<file path="config.mk">
export PLATFORM = sky130hd
export DESIGN_NAME = seg_mux_ctrl
export DESIGN_NICKNAME = d
export VERILOG_FILES = /design/src/rtl/seg_pkg.sv /design/src/rtl/seg_step_sync.sv /design/src/rtl/seg_nibble_regs.sv /design/src/rtl/seg_scan.sv /design/src/rtl/seg_mux_ctrl.sv
export SDC_FILE = /design/constraint.sdc
export NUM_CORES = 1
export LEC_CHECK = 0
export BUFFER_PORTS_ARGS = -buffer_cell sky130_fd_sc_hd__buf_2
export CAP_MARGIN = 10
export CORE_MARGIN = 5
export CORE_UTILIZATION = 58
export DETAILED_ROUTE_END_ITERATION = 8
export PLACE_DENSITY_LB_ADDON = 0.2
export SYNTH_ARGS = -nofsm -noshare
export SYNTH_HDL_FRONTEND = slang
export SYNTH_SLANG_ARGS = --single-unit
</file>
<file path="constraint.sdc">
create_clock -name clk_i -period 4.8 [get_ports clk_i]
set_clock_uncertainty 0.05 [all_clocks]
set_input_delay 0.48 -clock clk_i [delete_from_list [all_inputs] [get_ports clk_i]]
set_output_delay 0.48 -clock clk_i [all_outputs]
set_load 0.02 [all_outputs]
</file>
<file path="src/rtl/seg_pkg.sv">
package seg_pkg;
  localparam int SEG_W = 7;

  // Lit-segment pattern, bit 6 = a ... bit 0 = g.
  function automatic logic [SEG_W-1:0] hex_to_lit(input logic [3:0] v);
    logic [SEG_W-1:0] p;
    case (v)
      4'h0: p = 7'b1111110;
      4'h1: p = 7'b0110000;
      4'h2: p = 7'b1101101;
      4'h3: p = 7'b1111001;
      4'h4: p = 7'b0110011;
      4'h5: p = 7'b1011011;
      4'h6: p = 7'b1011111;
      4'h7: p = 7'b1110000;
      4'h8: p = 7'b1111111;
      4'h9: p = 7'b1111011;
      4'hA: p = 7'b1110111;
      4'hB: p = 7'b0011111;
      4'hC: p = 7'b1001110;
      4'hD: p = 7'b0111101;
      4'hE: p = 7'b1001111;
      default: p = 7'b1000111;
    endcase
    return p;
  endfunction
endpackage

</file>
<file path="src/rtl/seg_step_sync.sv">
module seg_step_sync #(
  parameter int STAGES = 2
) (
  input  logic clk_i,
  input  logic rst_i,
  input  logic async_i,
  output logic rise_o
);
  logic [STAGES-1:0] sync_q;
  logic              last_q;

  always_ff @(posedge clk_i) begin
    if (rst_i) begin
      sync_q <= '0;
      last_q <= 1'b0;
    end else begin
      sync_q <= {sync_q[STAGES-2:0], async_i};
      last_q <= sync_q[STAGES-1];
    end
  end

  assign rise_o = sync_q[STAGES-1] & ~last_q;
endmodule

</file>
<file path="src/rtl/seg_nibble_regs.sv">
module seg_nibble_regs #(
  parameter int NUM_DIGITS = 4,
  parameter int NIBBLE_W   = 4,
  parameter int DATA_W     = 8,
  parameter int ADDR_W     = 4,
  parameter int BASE_ADDR  = 6
) (
  input  logic                           clk_i,
  input  logic                           rst_i,
  input  logic                           wr_en_i,
  input  logic [ADDR_W-1:0]              wr_addr_i,
  input  logic [DATA_W-1:0]              wr_data_i,
  output logic [NUM_DIGITS*NIBBLE_W-1:0] values_o
);
  localparam int TOTAL_W  = NUM_DIGITS * NIBBLE_W;
  localparam int NUM_REGS = TOTAL_W / DATA_W;

  for (genvar r = 0; r < NUM_REGS; r++) begin : g_reg
    always_ff @(posedge clk_i) begin
      if (rst_i)
        values_o[r*DATA_W +: DATA_W] <= '0;
      else if (wr_en_i && wr_addr_i == ADDR_W'(BASE_ADDR + r))
        values_o[r*DATA_W +: DATA_W] <= wr_data_i;
    end
  end
endmodule

</file>
<file path="src/rtl/seg_scan.sv">
module seg_scan #(
  parameter int NUM_DIGITS = 4,
  parameter int NIBBLE_W   = 4
) (
  input  logic                           clk_i,
  input  logic                           rst_i,
  input  logic                           step_i,
  input  logic [NUM_DIGITS*NIBBLE_W-1:0] values_i,
  output logic [NUM_DIGITS-1:0]          anode_o,
  output logic [seg_pkg::SEG_W-1:0]      cathode_o
);
  localparam int IDX_W = (NUM_DIGITS > 1) ? $clog2(NUM_DIGITS) : 1;

  logic [IDX_W-1:0]    idx_q;
  logic [NIBBLE_W-1:0] cur_nib;

  assign cur_nib = values_i[idx_q*NIBBLE_W +: NIBBLE_W];

  always_ff @(posedge clk_i) begin
    if (rst_i) begin
      idx_q     <= '0;
      anode_o   <= '0;
      cathode_o <= '1;
    end else if (step_i) begin
      anode_o   <= NUM_DIGITS'(1) << idx_q;
      cathode_o <= ~seg_pkg::hex_to_lit(cur_nib[3:0]);
      idx_q     <= (idx_q == IDX_W'(NUM_DIGITS - 1)) ? '0 : idx_q + 1'b1;
    end
  end
endmodule

</file>
<file path="src/rtl/seg_mux_ctrl.sv">
module seg_mux_ctrl #(
  parameter int NUM_DIGITS  = 4,
  parameter int NIBBLE_W    = 4,
  parameter int DATA_W      = 8,
  parameter int ADDR_W      = 4,
  parameter int BASE_ADDR   = 6,
  parameter int SYNC_STAGES = 2
) (
  input  logic                      clk_i,
  input  logic                      rst_i,
  input  logic                      disp_clk_i,
  input  logic                      wr_en_i,
  input  logic [ADDR_W-1:0]         wr_addr_i,
  input  logic [DATA_W-1:0]         wr_data_i,
  output logic [NUM_DIGITS-1:0]     anode_o,
  output logic [seg_pkg::SEG_W-1:0] cathode_o
);
  logic                           step_pulse;
  logic [NUM_DIGITS*NIBBLE_W-1:0] digit_vals;

  seg_step_sync #(.STAGES(SYNC_STAGES)) u_sync (
    .clk_i(clk_i), .rst_i(rst_i), .async_i(disp_clk_i), .rise_o(step_pulse)
  );

  seg_nibble_regs #(
    .NUM_DIGITS(NUM_DIGITS), .NIBBLE_W(NIBBLE_W), .DATA_W(DATA_W),
    .ADDR_W(ADDR_W), .BASE_ADDR(BASE_ADDR)
  ) u_regs (
    .clk_i(clk_i), .rst_i(rst_i), .wr_en_i(wr_en_i), .wr_addr_i(wr_addr_i),
    .wr_data_i(wr_data_i), .values_o(digit_vals)
  );

  seg_scan #(.NUM_DIGITS(NUM_DIGITS), .NIBBLE_W(NIBBLE_W)) u_scan (
    .clk_i(clk_i), .rst_i(rst_i), .step_i(step_pulse), .values_i(digit_vals),
    .anode_o(anode_o), .cathode_o(cathode_o)
  );
endmodule

</file>
==> reports/results.ini <==
[logic_synthesis]
synth_cells = 155
synth.avg_cell_area_sq_um = 9.82
ys_seq_area_frac = 0.421
synth.cell_area_sq_mm = 0.00152
ys_ff_latch = 32
syn_nets = 181
ys_types = 27
ys_warn_count = 0

[timing]
tns_ns = 0
worst_pin_slew_ns = 0.785
finalCritPeriodShare = 0.502
grt_setup_unrepaired = false
fmax_mhz = 415
fin_ws_ns = 2.39
setup_viol = 0
relSlewSlack = 0.476
hold_viol_final = 0
fin_crit_ns = 2.41
drv_slew = 0

[pwr]
p_total_mw = 0.519
switching_share = 0.231
clock_power_share = 0.388
power.leakage_nw = 0.720
internal-power_mw = 0.399
comb_power_share = 0.079
power.density_mw_per_mm2 = 303
switchingPower_mw = 0.120
irDropWorstVdd_uv = 263
seqPwrFrac = 0.534

[floorplanning]
pin_count = 27
start_util = 0.609
dieArea_sq_mm = 0.00375
core_sq_mm = 0.00250
rows = 18
die_y_um = 61.2
die_w_um = 61.2

[drt]
vias_per_cell = 5.58
wirelength_mm = 2.99
ant_nets = 0
wire_per_inst_um = 14.3
drc = 0
firstDrtPassIters = 4
num_vias = 1167
drt_iter0_drc = 75

[global_route]
grt_pass1_vias = 1178
grt_pass1_wl_mm = 5.08
grt_usage = 0.186
grt_max_degree = 34
overflow = 0
antenna_found_initial = 0

[clocking]
hold_buffers = 0
cts.clk_slew.worst_paths_ns = 0.10
root_buffer = clkbuf_4
post_cts_buffers = 0
ctsResizeCount = 0
clock_latency_ns = 0.33
clockBufferDepth = 2
htree_levels = 2
cts.sink_count = 32
cts_tree = done
cts_buffers = 5

[placed_design]
dp_slack_ns = 2.40
dp_hpwl_mm = 2.19
gp_congestion = 0.853
placement.io_buffers = 26

[critical_path]
start_kind = flop
required_ns = 4.97
cp_max_fo = 9
r2r_start = u_scan.idx_q[0]$_SDFFE_PP0P_
worstPathArrival_ns = 2.58
startpoint = u_scan.idx_q[0]$_SDFFE_PP0P_
reg2reg_slack_ns = 2.39
path_class = reg -> reg
end_kind = flop

[status]
status = completed

[min_path]
hold_path.class = in -> reg
hold_start = disp_clk_i

[cells_and_area]
syn_to_final_growth_pct = 12.5
multi_input_area_sq_um = 808
seq_area_sq_um = 641
nFillCells = 215
drive_gt1_frac = 0.207
antenna_cells = 0
layout.nets = 204

[run]
timing.max_cap.violations = 0

==> cell type report <==
class,instances,share of cell area
sequential,32,0.374
timing repair buffer,26,0.0760
tap,30,0.0219
multi-input combinational,108,0.472
clock inverter,2,0.0205
clock buffer,6,0.0241
inverter,5,0.0110
==> cell families after synthesis <==
family | share of synthesized area
compound gates | 0.0921
fa+ha+maj | 0.0822
buf+inv | 0.0477
flops | 0.421
mux | 0.187
simple gates | 0.170
==> state kept, by name (all words and copies together), names as in the netlist <==
name              cells
u_scan.cathode_o      7
u_scan.idx_q          2
u_sync.last_q         1
u_regs.values_o      16
u_scan.anode_o        4
u_sync.sync_q         2
==> per-layer routing <==
layer | up-vias | share of wire | track usage | routed length [um]
li1 | 580 | - | - | -
met1 | 557 | 0.41 | 0.203 | 1230
met2 | 25 | 0.53 | 0.322 | 1570
met3 | 5 | 0.051 | 0.0734 | 153
met4 | 0 | 0.010 | 0.0712 | 31
met5 | - | 0 | 0 | 0
==> Yosys cell counts, drive strengths merged <==
cell | instances | area share
or3 | 1 | 0.0041
clkbuf | 7 | 0.017
buf | 3 | 0.018
o31a | 2 | 0.012
nor3 | 3 | 0.0099
and2b | 2 | 0.0099
o21ai | 3 | 0.0099
inv | 5 | 0.012
a21oi | 8 | 0.026
nor2 | 20 | 0.049
a21boi | 1 | 0.0049
a2111o | 2 | 0.015
nand2b | 3 | 0.012
mux2i | 19 | 0.12
o311ai | 1 | 0.0058
mux4 | 4 | 0.062
o221ai | 2 | 0.012
and4b | 2 | 0.013
nand3 | 1 | 0.0033
nor2b | 6 | 0.025
dfxtp | 32 | 0.42
ha | 10 | 0.082
nand4 | 1 | 0.0041
nand2 | 16 | 0.039
o221a | 1 | 0.0074
==> per-stage QoR <==
step / area [sq um] / utilization / hold WS, ns / instances
after global routing: 1710 / 0.685 / 0.302 / 209
after global placement: 1640 / 0.654 / 0.372 / 201
after detailed placement: 1640 / 0.654 / 0.386 / 201
final: 1710 / 0.685 / 0.303 / 209
after CTS: 1710 / 0.685 / 0.300 / 209
after floorplan: 1520 / - / 0.364 / 155
==> critical path, stage by stage (launching register included) <==
cell and delay, ns:
dfxtp_1 0.56, mux4_1 0.72, inv_1 0.18, ha_1 0.25, nand2_1 0.07, nor3_1 0.05, a2111o_1 0.39
==> layout by cell type, fill, tap and decap left out <==
cell / instances
a21boi_0: 1
clkbuf_1: 1
a2111o_1: 2
nand2_1: 16
o21ai_0: 3
inv_1: 5
nor3_1: 3
ha_1: 10
nor2b_1: 6
o311ai_1: 1
bufinv_16: 1
mux2i_1: 19
nor2_1: 20
dfxtp_1: 32
o221ai_1: 2
nand3_1: 1
nand4_1: 1
mux4_1: 1
and2b_1: 2
clkinv_2: 1
a21oi_1: 8
o31a_1: 2
mux4_2: 3
buf_2: 26
o221a_2: 1
and4b_1: 2
nand2b_1: 3
or3_1: 1
clkbuf_4: 5
==> power groups by stage <==
stage / registers (mW) / clock network [mW] / logic, mW
2_1_floorplan: 0.286 / 0 / 0.0240
3_3_place_gp: 0.283 / 0 / 0.0394
3_5_place_dp: 0.283 / 0 / 0.0408
4_1_cts: 0.277 / 0.205 / 0.0410
5_1_grt: 0.278 / 0.219 / 0.0455
6_report: 0.277 / 0.201 / 0.0408
==> final timing paths <==
path | depth (start not counted) | endpoint
hold / removal | 2 | u_sync.sync_q[0]$_SDFF_PP0_
setup reg to reg | 6 | u_scan.cathode_o[5]$_SDFFE_PP1P_
setup / recovery | 6 | u_scan.cathode_o[5]$_SDFFE_PP1P_
hold reg to reg | 2 | u_scan.anode_o[0]$_SDFFE_PP0P_
No activity file was read; power rests on OpenSTA's default activity.
